`src/rtl/ecc_pkg.sv`:
```
package ecc_pkg;
  typedef enum logic [1:0] {
    SEL_ALLOC = 2'd0,
    SEL_LINK  = 2'd1,
    SEL_SHARE = 2'd2
  } cfg_sel_e;
endpackage

```
`src/rtl/ecc_reg_bank.sv`:
```
module ecc_reg_bank #(
  parameter int N = 8,
  parameter int W = 8,
  localparam int AW = $clog2(N)
) (
  input  logic                clk,
  input  logic                rst_n,
  input  logic                we,
  input  logic [AW-1:0]       waddr,
  input  logic [W-1:0]        wdata,
  output logic [N-1:0][W-1:0] rows
);
  for (genvar i = 0; i < N; i++) begin : g_row
    always_ff @(posedge clk) begin
      if (!rst_n)
        rows[i] <= '0;
      else if (we && waddr == AW'(i))
        rows[i] <= wdata;
    end
  end
endmodule

```
`src/rtl/ecc_walker.sv`:
```
module ecc_walker #(
  parameter int NPOS = 8,
  localparam int IDXW = $clog2(NPOS),
  localparam int LINKW = IDXW + 1,
  localparam int CNTW = $clog2(NPOS + 1)
) (
  input  logic                       clk,
  input  logic                       rst_n,
  input  logic                       start,
  input  logic [IDXW-1:0]            start_pos,
  input  logic [NPOS-1:0][LINKW-1:0] links,
  output logic                       busy,
  output logic                       accept,
  output logic                       hop_valid,
  output logic [IDXW-1:0]            hop_idx,
  output logic                       at_memory,
  output logic                       loop_err
);
  logic [IDXW-1:0] cur;
  logic [CNTW-1:0] cnt;
  logic            cur_live;
  logic            limit_hit;

  assign cur_live  = links[cur][IDXW];
  assign hop_idx   = links[cur][IDXW-1:0];
  assign limit_hit = (cnt == CNTW'(NPOS));
  assign accept    = start && !busy;
  assign hop_valid = busy && cur_live && !limit_hit;
  assign loop_err  = busy && cur_live && limit_hit;
  assign at_memory = busy && !cur_live;

  always_ff @(posedge clk) begin
    if (!rst_n) begin
      busy <= 1'b0;
      cur  <= '0;
      cnt  <= '0;
    end else if (accept) begin
      busy <= 1'b1;
      cur  <= start_pos;
      cnt  <= '0;
    end else if (busy) begin
      if (hop_valid) begin
        cur <= hop_idx;
        cnt <= cnt + 1'b1;
      end else begin
        busy <= 1'b0;
      end
    end
  end
endmodule

```
`src/rtl/ecc_chain_table.sv`:
```
module ecc_chain_table #(
  parameter int NPOS = 8,
  localparam int IDXW = $clog2(NPOS),
  localparam int LINKW = IDXW + 1
) (
  input  logic            clk,
  input  logic            rst_n,
  input  logic            cfg_we,
  input  logic [1:0]      cfg_sel,
  input  logic [IDXW-1:0] cfg_pos,
  input  logic [NPOS-1:0] cfg_data,
  input  logic [IDXW-1:0] req_core,
  output logic [NPOS-1:0] alloc_vec,
  output logic            first_valid,
  output logic [IDXW-1:0] first_idx,
  input  logic [IDXW-1:0] hop_pos,
  output logic            next_valid,
  output logic [IDXW-1:0] next_idx,
  input  logic [IDXW-1:0] shr_pos,
  output logic [NPOS-1:0] shr_vec,
  input  logic            walk_start,
  input  logic [IDXW-1:0] walk_pos,
  output logic            walk_busy,
  output logic            hop_valid,
  output logic [IDXW-1:0] hop_idx,
  output logic            at_memory,
  output logic            loop_err
);
  import ecc_pkg::*;

  function automatic logic link_live(input logic [LINKW-1:0] e);
    return e[IDXW];
  endfunction

  function automatic logic [IDXW-1:0] link_next(input logic [LINKW-1:0] e);
    return e[IDXW-1:0];
  endfunction

  cfg_sel_e                  sel;
  logic                      we_alloc, we_link, we_share;
  logic                      walk_accept;
  logic [NPOS-1:0][NPOS-1:0] alloc_rows;
  logic [NPOS-1:0][NPOS-1:0] share_rows;
  logic [NPOS-1:0][LINKW-1:0] link_rows;

  assign sel      = cfg_sel_e'(cfg_sel);
  assign we_alloc = cfg_we && (sel == SEL_ALLOC);
  assign we_link  = cfg_we && (sel == SEL_LINK);
  assign we_share = cfg_we && (sel == SEL_SHARE);

  ecc_reg_bank #(.N(NPOS), .W(NPOS)) u_alloc (
    .clk(clk), .rst_n(rst_n), .we(we_alloc), .waddr(cfg_pos),
    .wdata(cfg_data), .rows(alloc_rows));

  ecc_reg_bank #(.N(NPOS), .W(LINKW)) u_link (
    .clk(clk), .rst_n(rst_n), .we(we_link), .waddr(cfg_pos),
    .wdata(cfg_data[LINKW-1:0]), .rows(link_rows));

  ecc_reg_bank #(.N(NPOS), .W(NPOS)) u_share (
    .clk(clk), .rst_n(rst_n), .we(we_share), .waddr(cfg_pos),
    .wdata(cfg_data), .rows(share_rows));

  assign alloc_vec   = alloc_rows[req_core];
  assign first_valid = link_live(link_rows[req_core]);
  assign first_idx   = link_next(link_rows[req_core]);
  assign next_valid  = link_live(link_rows[hop_pos]);
  assign next_idx    = link_next(link_rows[hop_pos]);
  assign shr_vec     = share_rows[shr_pos];

  ecc_walker #(.NPOS(NPOS)) u_walk (
    .clk(clk), .rst_n(rst_n), .start(walk_start), .start_pos(walk_pos),
    .links(link_rows), .busy(walk_busy), .accept(walk_accept),
    .hop_valid(hop_valid), .hop_idx(hop_idx), .at_memory(at_memory),
    .loop_err(loop_err));
endmodule

```
`config.mk`:
```
export PLATFORM = sky130hd
export DESIGN_NAME = ecc_chain_table
export DESIGN_NICKNAME = d
export VERILOG_FILES = /design/src/rtl/ecc_pkg.sv /design/src/rtl/ecc_reg_bank.sv /design/src/rtl/ecc_walker.sv /design/src/rtl/ecc_chain_table.sv
export SDC_FILE = /design/constraint.sdc
export NUM_CORES = 1
export LEC_CHECK = 0
export BUFFER_PORTS_ARGS = -buffer_cell sky130_fd_sc_hd__buf_2
export CAP_MARGIN = 20
export CORE_MARGIN = 2
export CORE_UTILIZATION = 65
export CTS_CLUSTER_DIAMETER = 50
export DETAILED_ROUTE_END_ITERATION = 10
export GPL_TIMING_DRIVEN = 1
export HOLD_SLACK_MARGIN = 0.15
export PLACE_DENSITY = 0.91
export SETUP_SLACK_MARGIN = 0.2
export SLEW_MARGIN = 20
export SYNTH_ARGS = -nofsm -noshare
export SYNTH_HDL_FRONTEND = slang
export SYNTH_SLANG_ARGS = --single-unit
export TNS_END_PERCENT = 100
```
`constraint.sdc`:
```
create_clock -name clk -period 4.9 [get_ports clk]
set_input_delay 0.98 -clock clk [delete_from_list [all_inputs] [get_ports clk]]
set_output_delay 0.98 -clock clk [all_outputs]
set_load 0.01 [all_outputs]
```
==> impl_metrics.yaml, run 1 <==
worst_hold_path:
  min_from: "u_walk.cnt[3]"
  hold_depth: 2
  holdPathEnd: "u_walk.cnt[3]"
  hold_path_class: "register to register"
synthesis:
  yosysUniqueCellTypes: 39
  synth.yosys.warnings: 0
  synthesis.nets: 757
  ys_ff_latch: 168
  avgSynthCellArea_um2: 11.6
  ys_seq_area_share_pct: 40.0
  synthCells: 726
  synthesis.area_um2: 8400
global_routing:
  grt_pass1_vias: 5994
  overflow: 0
  grt_pass1_wl_mm: 31.4
  grt_max_degree: 169
  antenna_found_initial: 0
  grt_use_total_pct: 28.8
clocking:
  postCtsSetupBuffers: 0
  cts_max_level: 4
  cts.sinks: 168
  cts_max_path_buffers: 2
  clockRootBuffer: "clkbuf_16"
  clkTransAtPathRegs_ns: 0.06
  cts_resized: 0
  numCtsBuffers: 17
  cts_hold_buffers: 0
  clock_latency_ns: 0.43
  cts_tree: "built"
placed_design:
  dp_hpwl_mm: 12.4
  port_buffers: 59
  post-place-cells: 904
  gp_congestion: 0.880
setup_path:
  reg2reg_from: "u_walk.cur[0]"
  crit_required_ns: 3.92
  path_max_fanout: 24
  start_kind: "primary input"
  arrival_ns: 2.67
  rr_endpoint: "u_walk.cnt[3]"
  timing_worst_setup_path_type: "primary input to output pin"
  r2r_cells: 5
  endpoint_kind: "output pin"
  regToRegSetupSlack_ns: 2.81
die:
  boundaryPins: 60
  rows: 41
  die-area_um2: 13800
  core_area_um2: 12600
  start_util_pct: 66.5
  die_w_um: 118
  die_h_um: 118
sta:
  finalSetupViolations: 0
  tightest_slew_ns: 0.928
  fmax_mhz: 274
  setup_tns_ns: 0
  drv_slew: 0
  hold_violations: 0
  relSlewSlack_pct: 38.1
  fin_crit_ns: 3.65
  rsz0062_at_grt: "false"
  period_share_pct: 74.5
  skew_ns: 0.00434
routing:
  vias_per_cell: 6.13
  ant_nets: 0
  vias: 5727
  drtIter0Drc: 540
  drt_pre_antenna_iters: 5
  remaining_drc_errors: 0
  wirelength_mm: 19.3
  wl_per_cell_um: 20.7
flow_run:
  cap_violations: 0
final_layout:
  final_cell_mix: "dfxtp_1, mux2i_1, nor2b_1, buf_2, mux4_2"
  diodes: 0
  area_growth_pct: 10.8
  drive_above_1_share_pct: 23.8
  mostFrequentLayoutCell: "dfxtp_1"
  final_cells: 934
  nNetsFinal: 782
pwr:
  p_total_uw: 3020
  leakage_uw: 0.00368
  ir_drop_v: 0.000299
  p_per_area_nw_per_um2: 325
status:
  status: "finished, final reports clean"
[through the flow]
step                hold slack [ns]  cell area, µm²  util, %  setup slack (ns)
finish                        0.508            9310     73.8              1.25
global route                  0.515            9310     73.8              1.11
CTS                           0.494            9300     73.7              1.21
detailed placement            0.482            8680     68.7              1.21
global placement              0.473            8680     68.7              1.27
floorplan                     0.453            8400        -              1.65
[sequential cells by signal (all words and copies together) (netlist names)]
register	count
u_alloc.rows	64
u_link.rows	32
u_share.rows	64
u_walk.busy	1
u_walk.cnt	4
u_walk.cur	3
[report_power, final]
part,internal [µW],switching [µW],leakage (µW)
clock,912,525,0.000300
combinational,81.3,113,0.00203
sequential,1380,13.7,0.00135
[cells in the mapped netlist, drive strengths merged]
library cell / instances / area (µm²)
o2111ai: 1 / 8.76
xnor2: 1 / 8.76
nand3b: 6 / 45.0
nand2: 33 / 124
a22oi: 1 / 21.3
nor3b: 5 / 52.6
inv: 3 / 11.3
nor2b: 146 / 913
a2bb2oi: 1 / 15.0
or4: 1 / 7.51
mux4: 54 / 1240
or2: 1 / 6.26
nand2b: 1 / 6.26
and2b: 1 / 7.51
mux2i: 148 / 1480
nand3: 24 / 125
buf: 17 / 93.8
and3b: 1 / 8.76
nor3: 1 / 10.0
a21oi: 1 / 5.00
dfxtp: 168 / 3360
mux2: 28 / 315
clkbuf: 37 / 149
or3b: 4 / 35.0
nand4: 5 / 46.3
ha: 2 / 25.0
nor2: 17 / 139
a21boi: 18 / 135
[critical path, cell delays in order]
cell and delay (ns):
buf_2 0.63, mux4_2 0.60, mux2_2 0.30, buf_2 0.14
[kinds of logic (layout without fill, tap and decap cells)]
kind of cell               Yosys count  count (layout)  synth area share (%)
xor gates and xnor gates             1               1                 0.104
muxes                              230             230                  36.1
buffers and inverters               57              93                  3.02
DFF                                168             168                  40.0
and+or+nand+nor                    246             246                  18.2
adders and majority gates            2               2                 0.298
AOI/OAI and AO/OA                   22              22                  2.20
[final cells by class]
| cell class | count | area [µm²] |
|---|---|---|
| multi-input cells | 501 | 4780 |
| flip-flops and latches | 168 | 3360 |
| fillers | 817 | 3310 |
| clock buffers | 22 | 454 |
| repair buffers | 60 | 309 |
| well taps | 172 | 215 |
| clock inverters | 8 | 171 |
| inverters | 3 | 11.3 |
[per-layer routing]
layer / up-vias / track usage, % / share of wire, % / routed length (µm)
li1: 2630 / - / - / -
met1: 2846 / 36.8 / 42 / 8090
met2: 209 / 48.8 / 51 / 9830
met3: 42 / 5.67 / 5.3 / 1020
met4: 0 / 9.86 / 2.1 / 410
met5: - / 0 / 0 / 0
[worst max-delay path by stage]
stage                      startpoint            to  slack, ns  cells past startpoint
final                     req_core[0]  alloc_vec[6]       1.25                      4
after CTS                 req_core[0]  alloc_vec[6]       1.21                      4
after global placement    req_core[0]  alloc_vec[6]       1.27                      4
after floorplan           req_core[0]   first_valid       1.65                      4
after global routing      req_core[0]  alloc_vec[6]       1.11                      4
after detailed placement  req_core[0]  alloc_vec[6]       1.21                      4
Note: power is estimated with default switching activity, not from simulation.
==> run 2, diff against run 1 <==
ABC_AREA = 1   (was not set)
CORE_UTILIZATION = 60   (was 65)
PLACE_DENSITY = 0.85   (was 0.91)
clock period = 3.67 ns   (was 4.9 ns; I/O delays follow)
==> impl_metrics.yaml, run 2 <==
final_layout:
  final_cell_mix: "nor2_1, o21ai_0, dfxtp_1, nand2_1, buf_2"
  area_growth_pct: 11.0
  mostFrequentLayoutCell: "nor2_1"
  drive_above_1_share_pct: 13.7
  nNetsFinal: 1247
  top_regs: "u_alloc.rows: 64 flops, u_share.rows: 64 flops, u_link.rows: 32 flops"
  final_cells: 1407
pwr:
  p_sw_share_pct: 27.0
  leakage_uw: 0.00407
  p_sw_uw: 1120
  power_frac_clock_pct: 44.4
  p_per_area_nw_per_um2: 451
  p_int_uw: 3020
  combPwrFrac_pct: 10.3
  pwr-share-seq_pct: 45.3
  ir_drop_v: 0.000345
clocking:
  cts.sinks: 168
  cts_tree: "built"
  cts_resized: 0
  numCtsBuffers: 17
  clkTransAtPathRegs_ns: 0.07
  postCtsSetupBuffers: 0
  cts_hold_buffers: 0
  clock_latency_ns: 0.44
  clockRootBuffer: "clkbuf_16"
  cts_max_path_buffers: 2
  cts_max_level: 4
synthesis:
  avgSynthCellArea_um2: 6.89
  synth_common_cells: "nor2_1, o21ai_0, dfxtp_1"
  yosysTopAreaCellShare_pct: 40.7
  synth.most_common_cell: "nor2_1"
  synth.yosys.warnings: 0
  synthesis.nets: 1230
  synthTopCellsByArea: "dfxtp_1, nor2_1, o21ai_0"
  async_flop_share_pct: 0
  yosysUniqueCellTypes: 32
  ys_ff_latch: 168
  ys_seq_area_share_pct: 40.7
  synthFlopType: "dfxtp_1"
  synth_edf_count: 0
  synthCells: 1199
  synth_top_area_cell: "dfxtp_1"
  synthesis.area_um2: 8260
routing:
  wl_per_cell_um: 16.4
  remaining_drc_errors: 0
  vias_per_cell: 5.86
  drtIter0Drc: 956
  vias: 8244
  ant_nets: 0
  wirelength_mm: 23.1
  drt_pre_antenna_iters: 6
global_routing:
  grt_max_degree: 163
  grt_use_total_pct: 32.4
  grt_pass1_wl_mm: 37.5
  antenna_found_initial: 1
  grt_pass1_vias: 7494
  overflow: 0
placed_design:
  gp_congestion: 0.884
  dp_hpwl_mm: 14.7
  port_buffers: 59
  post-place-cells: 1373
flow_run:
  cap_violations: 0
setup_path:
  regToRegSetupSlack_ns: 1.85
  timing_worst_setup_path_type: "primary input to output pin"
  r2r_cells: 8
  reg2reg_from: "u_walk.cur[0]"
  path_max_fanout: 22
  start_kind: "primary input"
  rr_endpoint: "u_walk.cur[1]"
  endpoint_kind: "output pin"
  crit_required_ns: 2.94
  arrival_ns: 2.20
sta:
  fin_crit_ns: 2.94
  finalSetupViolations: 0
  rsz0062_at_grt: "false"
  tightest_slew_ns: 0.787
  relSlewSlack_pct: 47.5
  fmax_mhz: 341
  setup_tns_ns: 0
  skew_ns: 0.00705
  drv_slew: 0
  period_share_pct: 80.0
  hold_violations: 0
die:
  die_w_um: 121
  rows: 42
  start_util_pct: 61.8
  core_area_um2: 13300
  die-area_um2: 14700
  boundaryPins: 60
  die_h_um: 121
worst_hold_path:
  min_from: "u_link.rows[30]"
  holdPathEnd: "u_link.rows[30]"
  hold_path_class: "register to register"
  hold_depth: 2
status:
  status: "finished, final reports clean"
## run 2: changes by cell type after synthesis, moves of 48 or more
cell,previous run,this run
nor2_1,9,398
o21ai_0,0,254
mux2i_1,148,0
nor2b_1,146,0
a21oi_1,1,53
mux4_2,48,0
## run 2: worst max-delay path by stage
stage           startpoint  depth (start not counted)  slack (ns)            to
2_1_floorplan  req_core[0]                          7        1.25  alloc_vec[0]
3_3_place_gp   req_core[0]                          8        0.81  alloc_vec[2]
3_5_place_dp   req_core[0]                          8        0.76  alloc_vec[2]
4_1_cts        req_core[0]                          8        0.76  alloc_vec[2]
5_1_grt        req_core[0]                          8        0.60  alloc_vec[5]
6_report       req_core[0]                          8        0.73  alloc_vec[2]
## run 2: cells by family after synthesis
logic type	synth area share [%]
flops	40.7
compound gates	23.3
simple gates	28.1
xor+xnor	0.212
fa+ha+maj	0.303
buf+inv	7.35
## run 2: worst max-delay path, stage by stage
cell and delay [ns]:
buf_2 0.32, buf_4 0.32, buf_4 0.22, nor2_1 0.06
nor2_1 0.08, o21ai_0 0.09, a31oi_1 0.21, buf_2 0.16
## run 2: layout make-up
class,count,area (µm²)
fillers,1141,4180
multi-input cells,883,4290
repair buffers,67,370
clock buffers,18,439
inverters,79,315
diodes,2,5.00
well taps,176,220
clock inverters,14,166
flip-flops and latches,168,3360
## run 2: metal layers
metal	track usage, %	wire length, µm	vias to the layer above
met1	42.4	9250	3753
met4	14.5	707	0
met2	50.8	10700	430
met5	0	0	-
li1	-	-	3995
met3	7.85	2480	66
## run 2: stage by stage
stage	hold WS, ns	worst slack, ns	power [µW]	instance area (µm²)	utilization (%)
2_1_floorplan	0.450	1.25	2200	8260	-
3_3_place_gp	0.476	0.805	2320	8550	64.1
3_5_place_dp	0.479	0.764	2330	8550	64.1
4_1_cts	0.490	0.760	4130	9160	68.6
5_1_grt	0.523	0.595	4260	9160	68.6
6_report	0.492	0.735	4130	9170	68.7
## run 2: power groups by stage
stage          clock (µW)  combinational, µW  sequential (µW)
3_3_place_gp            0                412             1910
5_1_grt              1920                470             1870
4_1_cts              1840                420             1870
6_report             1840                427             1870
3_5_place_dp            0                417             1910
2_1_floorplan           0                297             1900
